<file path="src/rtl/i2cseq_pkg.sv">
package i2cseq_pkg;
  localparam int BYTE_W = 8;
  localparam int ADDR_W = 7;
  localparam int CODE_W = 3;

  typedef enum logic [CODE_W-1:0] {
    CMD_NONE    = 3'd0,
    CMD_START   = 3'd1,
    CMD_WRITE   = 3'd2,
    CMD_RD_ACK  = 3'd3,
    CMD_RD_NACK = 3'd4,
    CMD_STOP    = 3'd5,
    CMD_IACK    = 3'd6
  } cmd_e;

  // Logical position within the transaction.
  typedef enum logic [2:0] {
    SQ_DONE, SQ_START, SQ_WRITE, SQ_READ, SQ_ERROR
  } sq_e;

  // Handshake phase of the controller.
  typedef enum logic [2:0] {
    PH_IDLE, PH_LOAD, PH_SEND, PH_WAIT, PH_FIN
  } ph_e;

  typedef struct packed {
    logic [ADDR_W-1:0] addr;
    logic              rd;
    logic              last;
  } hdr_t;
endpackage

</file>
<file path="src/rtl/i2cseq_cmd_reg.sv">
module i2cseq_cmd_reg #(
  parameter int W = 11
) (
  input  logic         clk,
  input  logic         rst,
  input  logic         in_valid,
  input  logic [W-1:0] in_word,
  output logic         out_valid,
  output logic [W-1:0] out_word
);
  always_ff @(posedge clk) begin
    if (rst) begin
      out_valid <= 1'b0;
      out_word  <= '0;
    end else begin
      out_valid <= in_valid;
      if (in_valid) out_word <= in_word;
    end
  end
endmodule

</file>
<file path="src/rtl/i2cseq_rdbuf.sv">
module i2cseq_rdbuf #(
  parameter int W = 8
) (
  input  logic         clk,
  input  logic         rst,
  input  logic         push,
  input  logic [W-1:0] push_data,
  input  logic         pop,
  output logic         valid,
  output logic [W-1:0] data
);
  always_ff @(posedge clk) begin
    if (rst) begin
      valid <= 1'b0;
      data  <= '0;
    end else if (push) begin
      valid <= 1'b1;
      data  <= push_data;
    end else if (pop) begin
      valid <= 1'b0;
    end
  end
endmodule

</file>
<file path="src/rtl/i2cseq_fsm.sv">
module i2cseq_fsm
  import i2cseq_pkg::*;
#(
  parameter int LEN_W = 8
) (
  input  logic              clk,
  input  logic              rst,
  input  logic              go,
  input  logic              desc_valid,
  input  logic [ADDR_W-1:0] desc_addr,
  input  logic              desc_rd,
  input  logic              desc_nostart,
  input  logic              desc_last,
  input  logic [LEN_W-1:0]  desc_len,
  output logic              desc_ready,
  input  logic              wr_valid,
  input  logic [BYTE_W-1:0] wr_data,
  output logic              wr_ready,
  input  logic              rd_full,
  output logic              rd_push,
  input  logic              ev_valid,
  input  logic              ev_nack,
  input  logic              ev_arblost,
  output logic              iss_valid,
  output cmd_e              iss_code,
  output logic [BYTE_W-1:0] iss_data,
  output logic              done,
  output logic              err
);
  ph_e             ph, ph_n;
  sq_e             st, st_n;
  hdr_t            hdr, hdr_n;
  logic [LEN_W-1:0] len, len_n, pos, pos_n;
  logic            first, first_n;
  logic            msg_end, end_last;
  logic            fin_ok, fin_bad;

  logic [LEN_W-1:0] pos_inc, len_m1;
  assign pos_inc = pos + 1'b1;
  assign len_m1  = len - 1'b1;

  always_comb begin
    ph_n       = ph;
    st_n       = st;
    hdr_n      = hdr;
    len_n      = len;
    pos_n      = pos;
    first_n    = first;
    msg_end    = 1'b0;
    end_last   = 1'b0;
    iss_valid  = 1'b0;
    iss_code   = CMD_NONE;
    iss_data   = '0;
    rd_push    = 1'b0;
    desc_ready = 1'b0;
    wr_ready   = 1'b0;
    fin_ok     = 1'b0;
    fin_bad    = 1'b0;

    unique case (ph)
      PH_IDLE: begin
        if (go) begin
          ph_n    = PH_LOAD;
          first_n = 1'b1;
        end
      end

      PH_LOAD: begin
        desc_ready = 1'b1;
        if (desc_valid) begin
          hdr_n   = '{addr: desc_addr, rd: desc_rd, last: desc_last};
          len_n   = desc_len;
          pos_n   = '0;
          first_n = 1'b0;
          if (first || !desc_nostart) begin
            iss_valid = 1'b1;
            iss_code  = CMD_START;
            iss_data  = {desc_addr, desc_rd};
            st_n      = SQ_START;
            ph_n      = PH_WAIT;
          end else begin
            st_n = desc_rd ? SQ_READ : SQ_WRITE;
            if (desc_len == '0) begin
              msg_end  = 1'b1;
              end_last = desc_last;
            end else begin
              ph_n = PH_SEND;
            end
          end
        end
      end

      PH_SEND: begin
        if (st == SQ_WRITE) begin
          wr_ready = 1'b1;
          if (wr_valid) begin
            iss_valid = 1'b1;
            iss_code  = CMD_WRITE;
            iss_data  = wr_data;
            pos_n     = pos_inc;
            ph_n      = PH_WAIT;
          end
        end else if (!rd_full) begin
          iss_valid = 1'b1;
          iss_code  = (pos == len_m1) ? CMD_RD_NACK : CMD_RD_ACK;
          ph_n      = PH_WAIT;
        end
      end

      PH_WAIT: begin
        if (ev_valid) begin
          if (ev_arblost) begin
            st_n      = SQ_ERROR;
            iss_valid = 1'b1;
            iss_code  = CMD_STOP;
            ph_n      = PH_FIN;
          end else if (st == SQ_START || st == SQ_WRITE) begin
            if (ev_nack) begin
              st_n      = SQ_ERROR;
              iss_valid = 1'b1;
              iss_code  = CMD_STOP;
              ph_n      = PH_FIN;
            end else begin
              st_n = hdr.rd ? SQ_READ : SQ_WRITE;
              if (pos == len) begin
                msg_end  = 1'b1;
                end_last = hdr.last;
              end else begin
                ph_n = PH_SEND;
              end
            end
          end else begin
            rd_push = 1'b1;
            pos_n   = pos_inc;
            if (pos_inc == len) begin
              msg_end  = 1'b1;
              end_last = hdr.last;
            end else begin
              ph_n = PH_SEND;
            end
          end
        end
      end

      PH_FIN: begin
        if (ev_valid) begin
          iss_valid = 1'b1;
          iss_code  = CMD_IACK;
          fin_ok    = (st == SQ_DONE);
          fin_bad   = (st == SQ_ERROR);
          ph_n      = PH_IDLE;
        end
      end

      default: ph_n = PH_IDLE;
    endcase

    // Shared end-of-message handling: next descriptor or closing STOP.
    if (msg_end) begin
      if (end_last) begin
        st_n      = SQ_DONE;
        iss_valid = 1'b1;
        iss_code  = CMD_STOP;
        iss_data  = '0;
        ph_n      = PH_FIN;
      end else begin
        ph_n = PH_LOAD;
      end
    end
  end

  always_ff @(posedge clk) begin
    if (rst) begin
      ph    <= PH_IDLE;
      st    <= SQ_DONE;
      hdr   <= '0;
      len   <= '0;
      pos   <= '0;
      first <= 1'b0;
      done  <= 1'b0;
      err   <= 1'b0;
    end else begin
      ph    <= ph_n;
      st    <= st_n;
      hdr   <= hdr_n;
      len   <= len_n;
      pos   <= pos_n;
      first <= first_n;
      done  <= fin_ok;
      err   <= fin_bad;
    end
  end
endmodule

</file>
<file path="src/rtl/i2cseq.sv">
module i2cseq
  import i2cseq_pkg::*;
#(
  parameter int LEN_W = 8
) (
  input  logic             clk,
  input  logic             rst,
  input  logic             go,
  input  logic             desc_valid,
  output logic             desc_ready,
  input  logic [6:0]       desc_addr,
  input  logic             desc_rd,
  input  logic [LEN_W-1:0] desc_len,
  input  logic             desc_nostart,
  input  logic             desc_last,
  input  logic             wr_valid,
  output logic             wr_ready,
  input  logic [7:0]       wr_data,
  output logic             rd_valid,
  input  logic             rd_ready,
  output logic [7:0]       rd_data,
  output logic             cmd_valid,
  output logic [2:0]       cmd_code,
  output logic [7:0]       cmd_data,
  input  logic             ev_valid,
  input  logic             ev_nack,
  input  logic             ev_arblost,
  input  logic [7:0]       ev_rdata,
  output logic             done,
  output logic             err
);
  localparam int WORD_W = CODE_W + BYTE_W;

  logic              iss_valid, rd_push;
  cmd_e              iss_code;
  logic [BYTE_W-1:0] iss_data;
  logic [WORD_W-1:0] cmd_word;

  i2cseq_fsm #(.LEN_W(LEN_W)) u_fsm (
    .clk         (clk),
    .rst         (rst),
    .go          (go),
    .desc_valid  (desc_valid),
    .desc_addr   (desc_addr),
    .desc_rd     (desc_rd),
    .desc_nostart(desc_nostart),
    .desc_last   (desc_last),
    .desc_len    (desc_len),
    .desc_ready  (desc_ready),
    .wr_valid    (wr_valid),
    .wr_data     (wr_data),
    .wr_ready    (wr_ready),
    .rd_full     (rd_valid),
    .rd_push     (rd_push),
    .ev_valid    (ev_valid),
    .ev_nack     (ev_nack),
    .ev_arblost  (ev_arblost),
    .iss_valid   (iss_valid),
    .iss_code    (iss_code),
    .iss_data    (iss_data),
    .done        (done),
    .err         (err)
  );

  i2cseq_cmd_reg #(.W(WORD_W)) u_cmd (
    .clk      (clk),
    .rst      (rst),
    .in_valid (iss_valid),
    .in_word  ({iss_code, iss_data}),
    .out_valid(cmd_valid),
    .out_word (cmd_word)
  );

  assign cmd_code = cmd_word[WORD_W-1:BYTE_W];
  assign cmd_data = cmd_word[BYTE_W-1:0];

  i2cseq_rdbuf #(.W(BYTE_W)) u_rdbuf (
    .clk      (clk),
    .rst      (rst),
    .push     (rd_push),
    .push_data(ev_rdata),
    .pop      (rd_ready),
    .valid    (rd_valid),
    .data     (rd_data)
  );
endmodule

</file>
<file path="config.mk">
export PLATFORM = sky130hd
export DESIGN_NAME = i2cseq
export DESIGN_NICKNAME = d
export VERILOG_FILES = /design/src/rtl/i2cseq_pkg.sv /design/src/rtl/i2cseq_cmd_reg.sv /design/src/rtl/i2cseq_rdbuf.sv /design/src/rtl/i2cseq_fsm.sv /design/src/rtl/i2cseq.sv
export SDC_FILE = /design/constraint.sdc
export NUM_CORES = 1
export LEC_CHECK = 0
export BUFFER_PORTS_ARGS = -buffer_cell sky130_fd_sc_hd__buf_2
export CORE_ASPECT_RATIO = 0.5
export CORE_MARGIN = 3
export CORE_UTILIZATION = 53
export DETAILED_ROUTE_END_ITERATION = 8
export PLACE_DENSITY = 0.79
export SLEW_MARGIN = 20
export SYNTH_ARGS = -nofsm -noshare
export SYNTH_HDL_FRONTEND = slang
export SYNTH_HIERARCHICAL = 1
export SYNTH_SLANG_ARGS = --single-unit
</file>
<file path="constraint.sdc">
create_clock -name clk -period 3.55 [get_ports clk]
set_clock_uncertainty 0.15 [all_clocks]
set_input_delay 0.1775 -clock clk [delete_from_list [all_inputs] [get_ports clk]]
set_output_delay 0.1775 -clock clk [all_outputs]
set_load 0.05 [all_outputs]
</file>
==> out/results.tsv, run 1 <==
metric	value	unit
grt_setup_unrepaired	no	
slowest_stage	dfxtp_1	
slew_violations	0	
worst-slew-pin-transition	0.940	ns
synth_compound_area_frac	0.181	
synthMuxAreaShare	0.0799	
hold_path_class	input pin to flip-flop	
r2r_setup_slack	0.29	ns
drc	0	
max_slew_margin	0.371	
synthesis.area	2770	um2
design_area	3430	um2
ys_async_sr_fraction	0	
finish.utilization	0.731	
yosysWarnings	6	
start_util	0.590	
clock_latency	0.30	ns
antenna_cells	0	
first_iter_violations	249	
final_common_cell	buf_2	
cap_violations	0	
cts_max_level	2	
fp.dieW	108	um
antenna_found_initial	0	
vias_per_cell	5.74	
design.die.area	6190	um2
outcome	finished, final reports clean	
portBuffers	67	
hold_viol	0	
ant_nets	0	
setup_violations	0	
synthFlopType	dfxtp_1	
cts_sinks	48	
final_layout_size_suffix_gt1_frac	0.206	
dpl_cell_area	3120	um2
wl_per_cell	15.0	um
postCtsSetupBuffers	0	
final_cell_mix	67 x buf_2, 51 x nor2_1, 48 x dfxtp_1, 34 x nand2_1, 23 x a21oi_1	
cts.hold.buffers_added	19	
io_pins	68	
endpoint_kind	flip-flop	
place_congestion	0.944	
placementRows	17	
post-route-period-util	0.919	
seq_area_frac_synth	0.347	
synth_simple_gate_area_frac	0.264	
crit_required	3.57	ns
grt_usage	0.241	
vdd_ir_drop_max	0.000231	V
synth_cell_type_count	59	
ctsResizeCount	0	
dpl.cell_count	461	
cp_data_arrival_time	3.28	ns
syn_to_final_growth	23.9	%
cts_tree	yes	
path_buf_inv	1	
critPathKind	flip-flop to flip-flop	
firstDrtPassIters	5	
path_clk_slew	0.09	ns
fin_cells	488	
grt_start_max_net_pins	39	
fin_tns_setup	0	ns
cts_max_path_buffers	2	
synth_top_cell_area_share	0.347	
vias	2799	
crit_fanout	9	
synth_nets	387	
synth_edf_count	0	
synth_area_per_cell	8.11	um2
ys_seq_elements	48	
p_leak	1.46	nW
cp_top_family	simple AND/OR/NAND/NOR gates	
yosysTopAreaCell	dfxtp_1	
synth_top_family_by_area	simple AND/OR/NAND/NOR gates	
wl	7310	um
grt_overflow	0	
synth_area_leaders	dfxtp_1 35%, mux2i_1 7.6%, nor2_1 6.9%, xnor2_1 5.1%, nand2_1 4.6%	
final_nets	466	
cts-root-buf	clkbuf_8	
startpoint_type	flip-flop	
numCtsBuffers	5	
max_stage_delay	0.50	ns
grt_pass1_wl	12000	um
synth_adder_area_share	0.00903	
detailed_place_hpwl	5100	um
max_freq	0.307	GHz
p_per_area	503	nW/um2
synth-xor-area-share	0.0722	
die_h	57.1	um
nFillCells	366	
coreArea	4700	um2
grt_pass1_vias	2611	
min_period	3.26	ns
cp_cell_sequence	and4_1 -> nand2_1 -> or4_1 -> a311o_1 -> a211o_1 -> nand3_1 -> buf_4 -> mux2i_1 -> nor2_1	
synthCells	342	
==> per-stage QoR <==
stage / setup slack (ns) / power, mW / hold WS [ns]
final: 0.288 / 1.73 / 0.0792
after CTS: 0.310 / 1.72 / 0.0716
after global placement: 0.480 / 1.28 / 0.261
after global routing: 0.126 / 1.83 / 0.0998
after detailed placement: 0.332 / 1.29 / 0.278
after floorplan: 0.689 / 1.15 / 0.0991
==> metal layers <==
metal / up-vias / share of wire / global-route usage
met5: - / 0 / 0
met4: 0 / 0.015 / 0.0827
li1: 1377 / - / -
met2: 122 / 0.46 / 0.388
met3: 13 / 0.094 / 0.0678
met1: 1287 / 0.43 / 0.313
==> cell usage after synthesis, types with 4 or more instances <==
| cell type | count |
|---|---|
| a211oi_1 | 6 |
| a21oi_1 | 23 |
| a22o_1 | 8 |
| and3_1 | 8 |
| clkbuf_1 | 10 |
| dfxtp_1 | 48 |
| inv_1 | 9 |
| mux2i_1 | 21 |
| nand2_1 | 34 |
| nand3_1 | 11 |
| nor2_1 | 51 |
| nor2b_1 | 7 |
| nor3_1 | 8 |
| nor3b_1 | 4 |
| o21ai_0 | 5 |
| xnor2_1 | 16 |
| xor2_1 | 5 |
==> layout make-up <==
cell class | instances | area, um2 | share of cell area
clock buffers | 6 | 82.6 | 0.0240
clock inverters | 2 | 38.8 | 0.0113
inverters | 9 | 33.8 | 0.00984
multi-input cells | 267 | 1680 | 0.489
flip-flops and latches | 48 | 961 | 0.280
well taps | 66 | 82.6 | 0.0240
repair buffers | 90 | 556 | 0.162
==> worst paths after layout <==
kind,startpoint,end,depth (start not counted)
max reg2reg,u_fsm/pos[2]$_SDFFE_PP0P_,u_cmd/out_word[4]$_SDFFE_PP0P_,9
max,u_fsm/pos[2]$_SDFFE_PP0P_,u_cmd/out_word[4]$_SDFFE_PP0P_,9
min reg2reg,u_fsm/hdr[1]$_SDFFE_PP0P_,u_fsm/hdr[1]$_SDFFE_PP0P_,2
min,desc_addr[2],u_cmd/out_word[3]$_SDFFE_PP0P_,4
==> registers in the layout, summed over array words and instances, names as in the netlist <==
signal,cells
u_cmd/out_word,11
u_fsm/done,1
u_fsm/st,3
u_fsm/len,8
u_fsm/ph,3
u_rdbuf/data,8
u_fsm/first,1
u_fsm/pos,8
u_fsm/err,1
u_rdbuf/valid,1
u_cmd/out_valid,1
u_fsm/hdr,2
==> power breakdown <==
group | leakage, nW | switching [mW] | total (mW) | internal [mW]
Combinational | 1.01 | 0.376 | 0.650 | 0.274
Clock | 0.0614 | 0.185 | 0.415 | 0.230
Sequential | 0.388 | 0.0736 | 0.661 | 0.588
==> logic make-up after synthesis <==
kind of cell / after synthesis
buffers and inverters: 27
AND/OR/NAND/NOR: 149
adder cells (fa/ha/maj): 2
flip-flops: 48
AO/OA/AOI/OAI: 72
XOR/XNOR: 22
multiplexers: 22
==> worst register-to-register path: cells and delay by family, from the launching register on <==
kind	cells	cell delay, ns
mux	1	0.22
simple gates	5	1.28
buf+inv	1	0.24
compound gates	2	0.75
flops	1	0.50
Note: power is estimated with default switching activity, not from simulation.
==> run 2: changes to the inputs <==
- CELL_PAD_IN_SITES_DETAIL_PLACEMENT: unset -> 1
- CELL_PAD_IN_SITES_GLOBAL_PLACEMENT: unset -> 1
- CORE_UTILIZATION: 53 -> 42
- PLACE_DENSITY: 0.79 -> unset
- PLACE_DENSITY_LB_ADDON: unset -> 0.1
- clock period: 3.55 -> 4.24 ns (I/O delays scaled with it)
==> run 2 against run 1 <==
Compared with the run above: core utilization is 20 points lower; sequential power down 16%; first-iteration DRC count fell by 44%; power fell by 12%; clock power up 1%; global-route usage down 2.6 points; combinational power decreased by 17%; critical path type unchanged; largest cell class unchanged; largest power group unchanged.
==> out/results.tsv, run 2 (synthesis results as in run 1) <==
metric	value	unit	change
outcome	finished, final reports clean		
cts.hold.buffers_added	0		-19
hold_path_class	input pin to flip-flop		
first_iter_violations	139		-44%
fp.dieW	121	um	+12%
multiInputGateArea	1690	um2	+0.37%
critPathKind	flip-flop to flip-flop		
coreArea	6230	um2	+33%
wl	7970	um	+9.1%
grt_pass1_vias	2791		+6.9%
syn_to_final_growth	18.6	%	
grt_overflow	0		unchanged
antenna_cells	0		unchanged
endpoint_kind	flip-flop		
cts_sinks	48		unchanged
crit_end	u_cmd/out_word[7]$_SDFFE_PP0P_		
cts_tree	yes		
portBuffers	67		unchanged
wl_per_cell	16.3	um	+9.1%
numCtsBuffers	5		unchanged
holdPathStages	3		-1
cts-root-buf	clkbuf_16		
final-seq-area	961	um2	unchanged
max_slew_margin	0.366		-0.00504
vias_per_cell	5.56		-3.1%
drc	0		unchanged
final_layout_size_suffix_gt1_frac	0.213		+0.00634
antenna_found_initial	0		unchanged
post-route-period-util	0.782		-0.137
setup.worst_path.start	u_fsm/pos[2]$_SDFFE_PP0P_		
startpoint_type	flip-flop		
vdd_ir_drop_max	0.000175	V	-24%
reg2reg_from	u_fsm/pos[2]$_SDFFE_PP0P_		
detailed_place_hpwl	5950	um	+17%
vias	2713		-3.1%
slew_violations	0		unchanged
final_cell_mix	67 x buf_2, 51 x nor2_1, 48 x dfxtp_1, 34 x nand2_1, 23 x a21oi_1		
cts_max_level	2		unchanged
reg2regPathDepth	8		-1
postCtsSetupBuffers	0		unchanged
placementRows	20		+3
final_nets	444		-4.7%
clock_latency	0.30	ns	about the same
grt_setup_unrepaired	no		
grt_pass1_wl	13200	um	+10%
die_h	63.5	um	+11%
grt_usage	0.215		-0.0256
fin_tns_setup	0	ns	unchanged
hold-worst-slack	0.00700	ns	-0.0722 ns
r2r_setup_slack	0.93	ns	+0.64 ns
firstDrtPassIters	4		-1
design.die.area	7670	um2	+24%
hold_viol	0		unchanged
nFillCells	773		+110%
crit_required	4.24	ns	+0.67 ns
max_freq	0.302	GHz	-1.6%
p_leak	1.37	nW	-5.9%
grt_start_max_net_pins	39		unchanged
setup_violations	0		unchanged
place_congestion	0.865		-8.4%
cap_violations	0		unchanged
top_register	u_cmd/out_word		
worst-slew-pin-transition	0.948	ns	+0.00753 ns
start_util	0.445		-0.145
crit_fanout	12		+3
io_pins	68		unchanged
reg2reg_to	u_cmd/out_word[7]$_SDFFE_PP0P_		
final_common_cell	buf_2		
p_per_area	459	nW/um2	-8.6%
cts_max_path_buffers	2		unchanged
path_clk_slew	0.07	ns	-0.02 ns
min_period	3.31	ns	+0.0521 ns
ctsResizeCount	0		unchanged
ant_nets	0		unchanged
largest_register_ffs	11		unchanged
cp_data_arrival_time	3.32	ns	+0.04 ns
[run 2: per-stage QoR]
stage	total power, mW	setup slack [ns]	instances	area, um2	util
2_1_floorplan	0.961	1.38	342	2770	-
3_3_place_gp	1.08	1.11	480	3130	0.503
3_5_place_dp	1.09	0.962	480	3130	0.503
4_1_cts	1.52	0.935	488	3290	0.528
5_1_grt	1.61	0.607	488	3290	0.528
6_report	1.51	0.926	488	3290	0.528
[run 2: routing by layer]
metal | part of all wire | vias to the layer above | wire, um | GRT usage
met2 | 0.45 | 72 | 3630 | 0.361
li1 | - | 1332 | - | -
met4 | 0.0050 | 0 | 40 | 0.0410
met1 | 0.47 | 1304 | 3770 | 0.276
met3 | 0.068 | 5 | 540 | 0.0646
met5 | 0 | - | 0 | 0
[run 2: how the worst min path moves through the flow]
stage | startpoint | slack [ns] | end
floorplan | rst | 0.13 | u_cmd/out_valid$_SDFF_PP0_
global placement | u_fsm/hdr[1]$_SDFFE_PP0P_ | 0.29 | u_fsm/hdr[1]$_SDFFE_PP0P_
detailed placement | u_fsm/hdr[1]$_SDFFE_PP0P_ | 0.30 | u_fsm/hdr[1]$_SDFFE_PP0P_
CTS | ev_rdata[2] | 0.002 | u_rdbuf/data[2]$_SDFFE_PP0P_
global route | ev_rdata[1] | 0.01 | u_rdbuf/data[1]$_SDFFE_PP0P_
finish | ev_rdata[2] | 0.007 | u_rdbuf/data[2]$_SDFFE_PP0P_
[run 2: final cells by class]
cell class | instances | share of cell area
Tap cell | 88 | 0.0335
Clock buffer | 6 | 0.0422
Clock inverter | 2 | 0.00457
Inverter | 9 | 0.0103
Multi-Input combinational cell | 267 | 0.513
Sequential cell | 48 | 0.292
Timing Repair Buffer | 68 | 0.104
[run 2: power by group]
group / total [mW] / switching (mW) / internal, mW / leakage [nW]
combinational: 0.537 / 0.324 / 0.212 / 0.913
sequential: 0.554 / 0.0617 / 0.492 / 0.388
clock: 0.419 / 0.184 / 0.235 / 0.0691
[run 2: critical path, stage by stage, from the launching register on]
cell and delay [ns]:
dfxtp_1 0.51, and4_1 0.36, nand2_1 0.10, or4_1 0.41, a311o_1 0.37, a211o_1 0.38
nand3_1 0.56, mux2i_1 0.27, nor2_1 0.06
==> run 3: changes to the inputs <==
- ABC_AREA: unset -> 1
- CORE_UTILIZATION: 42 -> 37
- clock period: 4.24 -> 3.41 ns (I/O delays scaled with it)
==> run 3 against run 2 <==
Compared with the run above: routed wire length rose by 20%; sequential power grew 49%; count of clock-buffer cells in the layout decreased by 1; first-iteration DRC count shrank 9.4%; via count is 20% higher; die area increased by 20%; fmax is 27% higher; final area increased by 13%; critical endpoint is now u_cmd/out_word[2]$_SDFFE_PP0P_; largest cell class unchanged; highest routed layer unchanged.
==> out/results.tsv, run 3 <==
metric	value	unit	change
outcome	finished, final reports clean		
drc	0		unchanged
cp_top_family	simple AND/OR/NAND/NOR gates		
path_clk_slew	0.07	ns	about the same
slew_violations	0		unchanged
synth_edf_count	0		unchanged
cap_violations	0		unchanged
synth_commonest_cells	124 x nand2_1, 90 x nor2_1, 63 x inv_1		
nFillCells	1071		+39%
p_sw	1.44	mW	+150%
ys_seq_elements	48		unchanged
clkPwrFrac	0.195		-0.083
p_per_area	802	nW/um2	+75%
startpoint_type	flip-flop		
wl	9590	um	+20%
r2r_setup_slack	0.81	ns	-0.12 ns
syn_to_final_growth	24.9	%	
final_layout_size_suffix_gt1_frac	0.188		-0.0246
vdd_ir_drop_max	0.000422	V	+140%
synth_top_cell_area_share	0.324		-0.0225
intPower	1.53	mW	+63%
synth_nets	526		+36%
path_common_cell	nand2_1		
critPathKind	flip-flop to flip-flop		
portBuffers	67		unchanged
endpoint_kind	flip-flop		
antenna_found_initial	0		unchanged
design_area	3700	um2	+13%
cp_data_arrival_time	2.65	ns	-0.67 ns
crit_required	3.46	ns	-0.78 ns
first_iter_violations	126		-9.4%
comb_power_share	0.527		+0.172
ctsResizeCount	0		unchanged
detailed_place_hpwl	7300	um	+23%
hold_viol	0		unchanged
numCtsBuffers	5		unchanged
dpl_cell_area	3430	um2	+9.5%
synth_area_leaders	dfxtp_1 32%, nand2_1 16%, nor2_1 11%, inv_1 8.0%, o21ai_0 4.6%		
cp_cell_sequence	ha_1 -> inv_1 -> nor2_2 -> nand2_1 -> nand2_1 -> nand3_1 -> nor2_1 -> nand3_1 -> nand2_2 -> nand4_1 -> nand2_1 -> inv_1 -> nand3_1 -> buf_4 -> nand2_1 -> nand2_1 -> nor2_1		
firstDrtPassIters	4		unchanged
final_common_cell	nand2_1		
vias	3261		+20%
antenna_cells	0		unchanged
multiInputGateArea	1710	um2	+1.1%
start_util	0.393		-0.0518
synthesis.area	2970	um2	+6.9%
grt_setup_unrepaired	no		
cts_tree	yes		
cts_max_path_buffers	2		unchanged
coreArea	7540	um2	+21%
grt_usage	0.212		-0.00341
swShare	0.485		+0.107
yosysTopAreaCell	dfxtp_1		
synth.most_common_cell	nand2_1		
wl_per_cell	14.3	um	-13%
synth_cell_type_count	34		-42%
synthCells	481		+41%
die_h	69.3	um	+9.2%
worst-slew-pin-transition	0.386	ns	-0.562 ns
path_buf_inv	3		+3
seqPwrFrac	0.277		-0.090
clock_latency	0.30	ns	about the same
hold_path_class	input pin to flip-flop		
final_cell_mix	124 x nand2_1, 90 x nor2_1, 67 x buf_2, 63 x inv_1, 48 x dfxtp_1		
max_stage_delay	0.46	ns	-0.10 ns
yosysWarnings	6		unchanged
p_leak	1.79	nW	+31%
final_nets	608		+37%
ant_nets	0		unchanged
max_slew_margin	0.742		+0.377
hold-path-endpoint	u_fsm/first$_SDFFE_PP0P_		
ys_async_sr_fraction	0		unchanged
final-seq-area	961	um2	unchanged
setup_violations	0		unchanged
cts_max_level	2		unchanged
holdPathStages	3		unchanged
max_freq	0.385	GHz	+27%
grt_pass1_wl	16000	um	+21%
largest_register_ffs	11		unchanged
reg2regPathDepth	17		+9
cts.hold.buffers_added	10		+10
post-route-period-util	0.763		-0.0190
seq_area_frac_synth	0.324		-0.0225
top_register	u_cmd/out_word		
cts-root-buf	clkbuf_16		
grt_pass1_vias	3344		+20%
grt_start_max_net_pins	24		-38%
hold_path_startpoint	go		
reg2reg_from	u_fsm/pos[1]$_SDFFE_PP0P_		
design.die.area	9190	um2	+20%
cts_sinks	48		unchanged
fin_tns_setup	0	ns	unchanged
grt_overflow	0		unchanged
io_pins	68		unchanged
reg2reg_to	u_cmd/out_word[2]$_SDFFE_PP0P_		
fp.dieW	133	um	+9.7%
vias_per_cell	4.85		-13%
place_congestion	0.846		-2.2%
synth_area_per_cell	6.16	um2	-24%
synthFlopType	dfxtp_1		
min_period	2.60	ns	-0.714 ns
slowest_stage	dfxtp_1		
placementRows	22		+10%
postCtsSetupBuffers	0		unchanged
crit_fanout	23		+11
==> run 3: worst max-delay path by stage <==
| stage | depth (start not counted) | endpoint | start | slack, ns |
|---|---|---|---|---|
| finish | 17 | u_cmd/out_word[2]$_SDFFE_PP0P_ | u_fsm/pos[1]$_SDFFE_PP0P_ | 0.81 |
| global route | 17 | u_cmd/out_word[1]$_SDFFE_PP0P_ | u_fsm/pos[1]$_SDFFE_PP0P_ | 0.51 |
| CTS | 17 | u_cmd/out_word[10]$_SDFFE_PP0P_ | u_fsm/pos[1]$_SDFFE_PP0P_ | 0.80 |
| detailed placement | 17 | u_cmd/out_word[8]$_SDFFE_PP0P_ | u_fsm/pos[1]$_SDFFE_PP0P_ | 0.85 |
| global placement | 17 | u_cmd/out_word[1]$_SDFFE_PP0P_ | u_fsm/pos[1]$_SDFFE_PP0P_ | 0.96 |
| floorplan | 11 | u_cmd/out_word[1]$_SDFFE_PP0P_ | u_fsm/ph[2]$_SDFFE_PP0P_ | 0.71 |
==> run 3: cell type report <==
class,count,share of cell area
Inverter,68,0.0693
Clock buffer,5,0.0338
Tap cell,108,0.0365
Timing Repair Buffer,82,0.128
Sequential cell,48,0.260
Clock inverter,3,0.0125
Multi-Input combinational cell,358,0.461
==> run 3: cells by family after synthesis <==
family / Yosys count / synth area share
buf+inv: 75 / 0.101
fa+ha+maj: 2 / 0.00844
compound gates: 64 / 0.129
xor+xnor: 10 / 0.0295
flops: 48 / 0.324
simple gates: 282 / 0.408
==> run 3: tightest hold or removal path, delay by kind of cell <==
kind / cells / cell delay, ns
buf+inv: 1 / 0.11
simple gates: 1 / 0.08
compound gates: 1 / 0.06
==> run 3: per-stage QoR <==
| step | util | setup WS (ns) | instances | hold WS, ns | total power [mW] |
|---|---|---|---|---|---|
| 2_1_floorplan | - | 0.705 | 481 | 0.0829 | 2.01 |
| 3_3_place_gp | 0.455 | 0.957 | 654 | 0.243 | 2.36 |
| 3_5_place_dp | 0.455 | 0.854 | 654 | 0.250 | 2.38 |
| 4_1_cts | 0.491 | 0.802 | 672 | 0.00928 | 2.99 |
| 5_1_grt | 0.491 | 0.508 | 672 | 0.0312 | 3.22 |
| 6_report | 0.491 | 0.809 | 672 | 0.0140 | 2.97 |
==> run 3: metal layers <==
metal,vias up,routed length [um],GRT usage
met5,-,0,0
met4,0,89,0.0461
met3,11,608,0.0645
met2,73,4460,0.365
met1,1492,4430,0.261
li1,1685,-,-
==> run 3: power groups by stage <==
stage | registers [mW] | clock network (mW) | logic [mW]
after floorplan | 1.08 | 0 | 0.935
after global placement | 0.830 | 0 | 1.53
after detailed placement | 0.833 | 0 | 1.55
after CTS | 0.823 | 0.597 | 1.57
after global routing | 0.845 | 0.624 | 1.75
final | 0.824 | 0.581 | 1.57
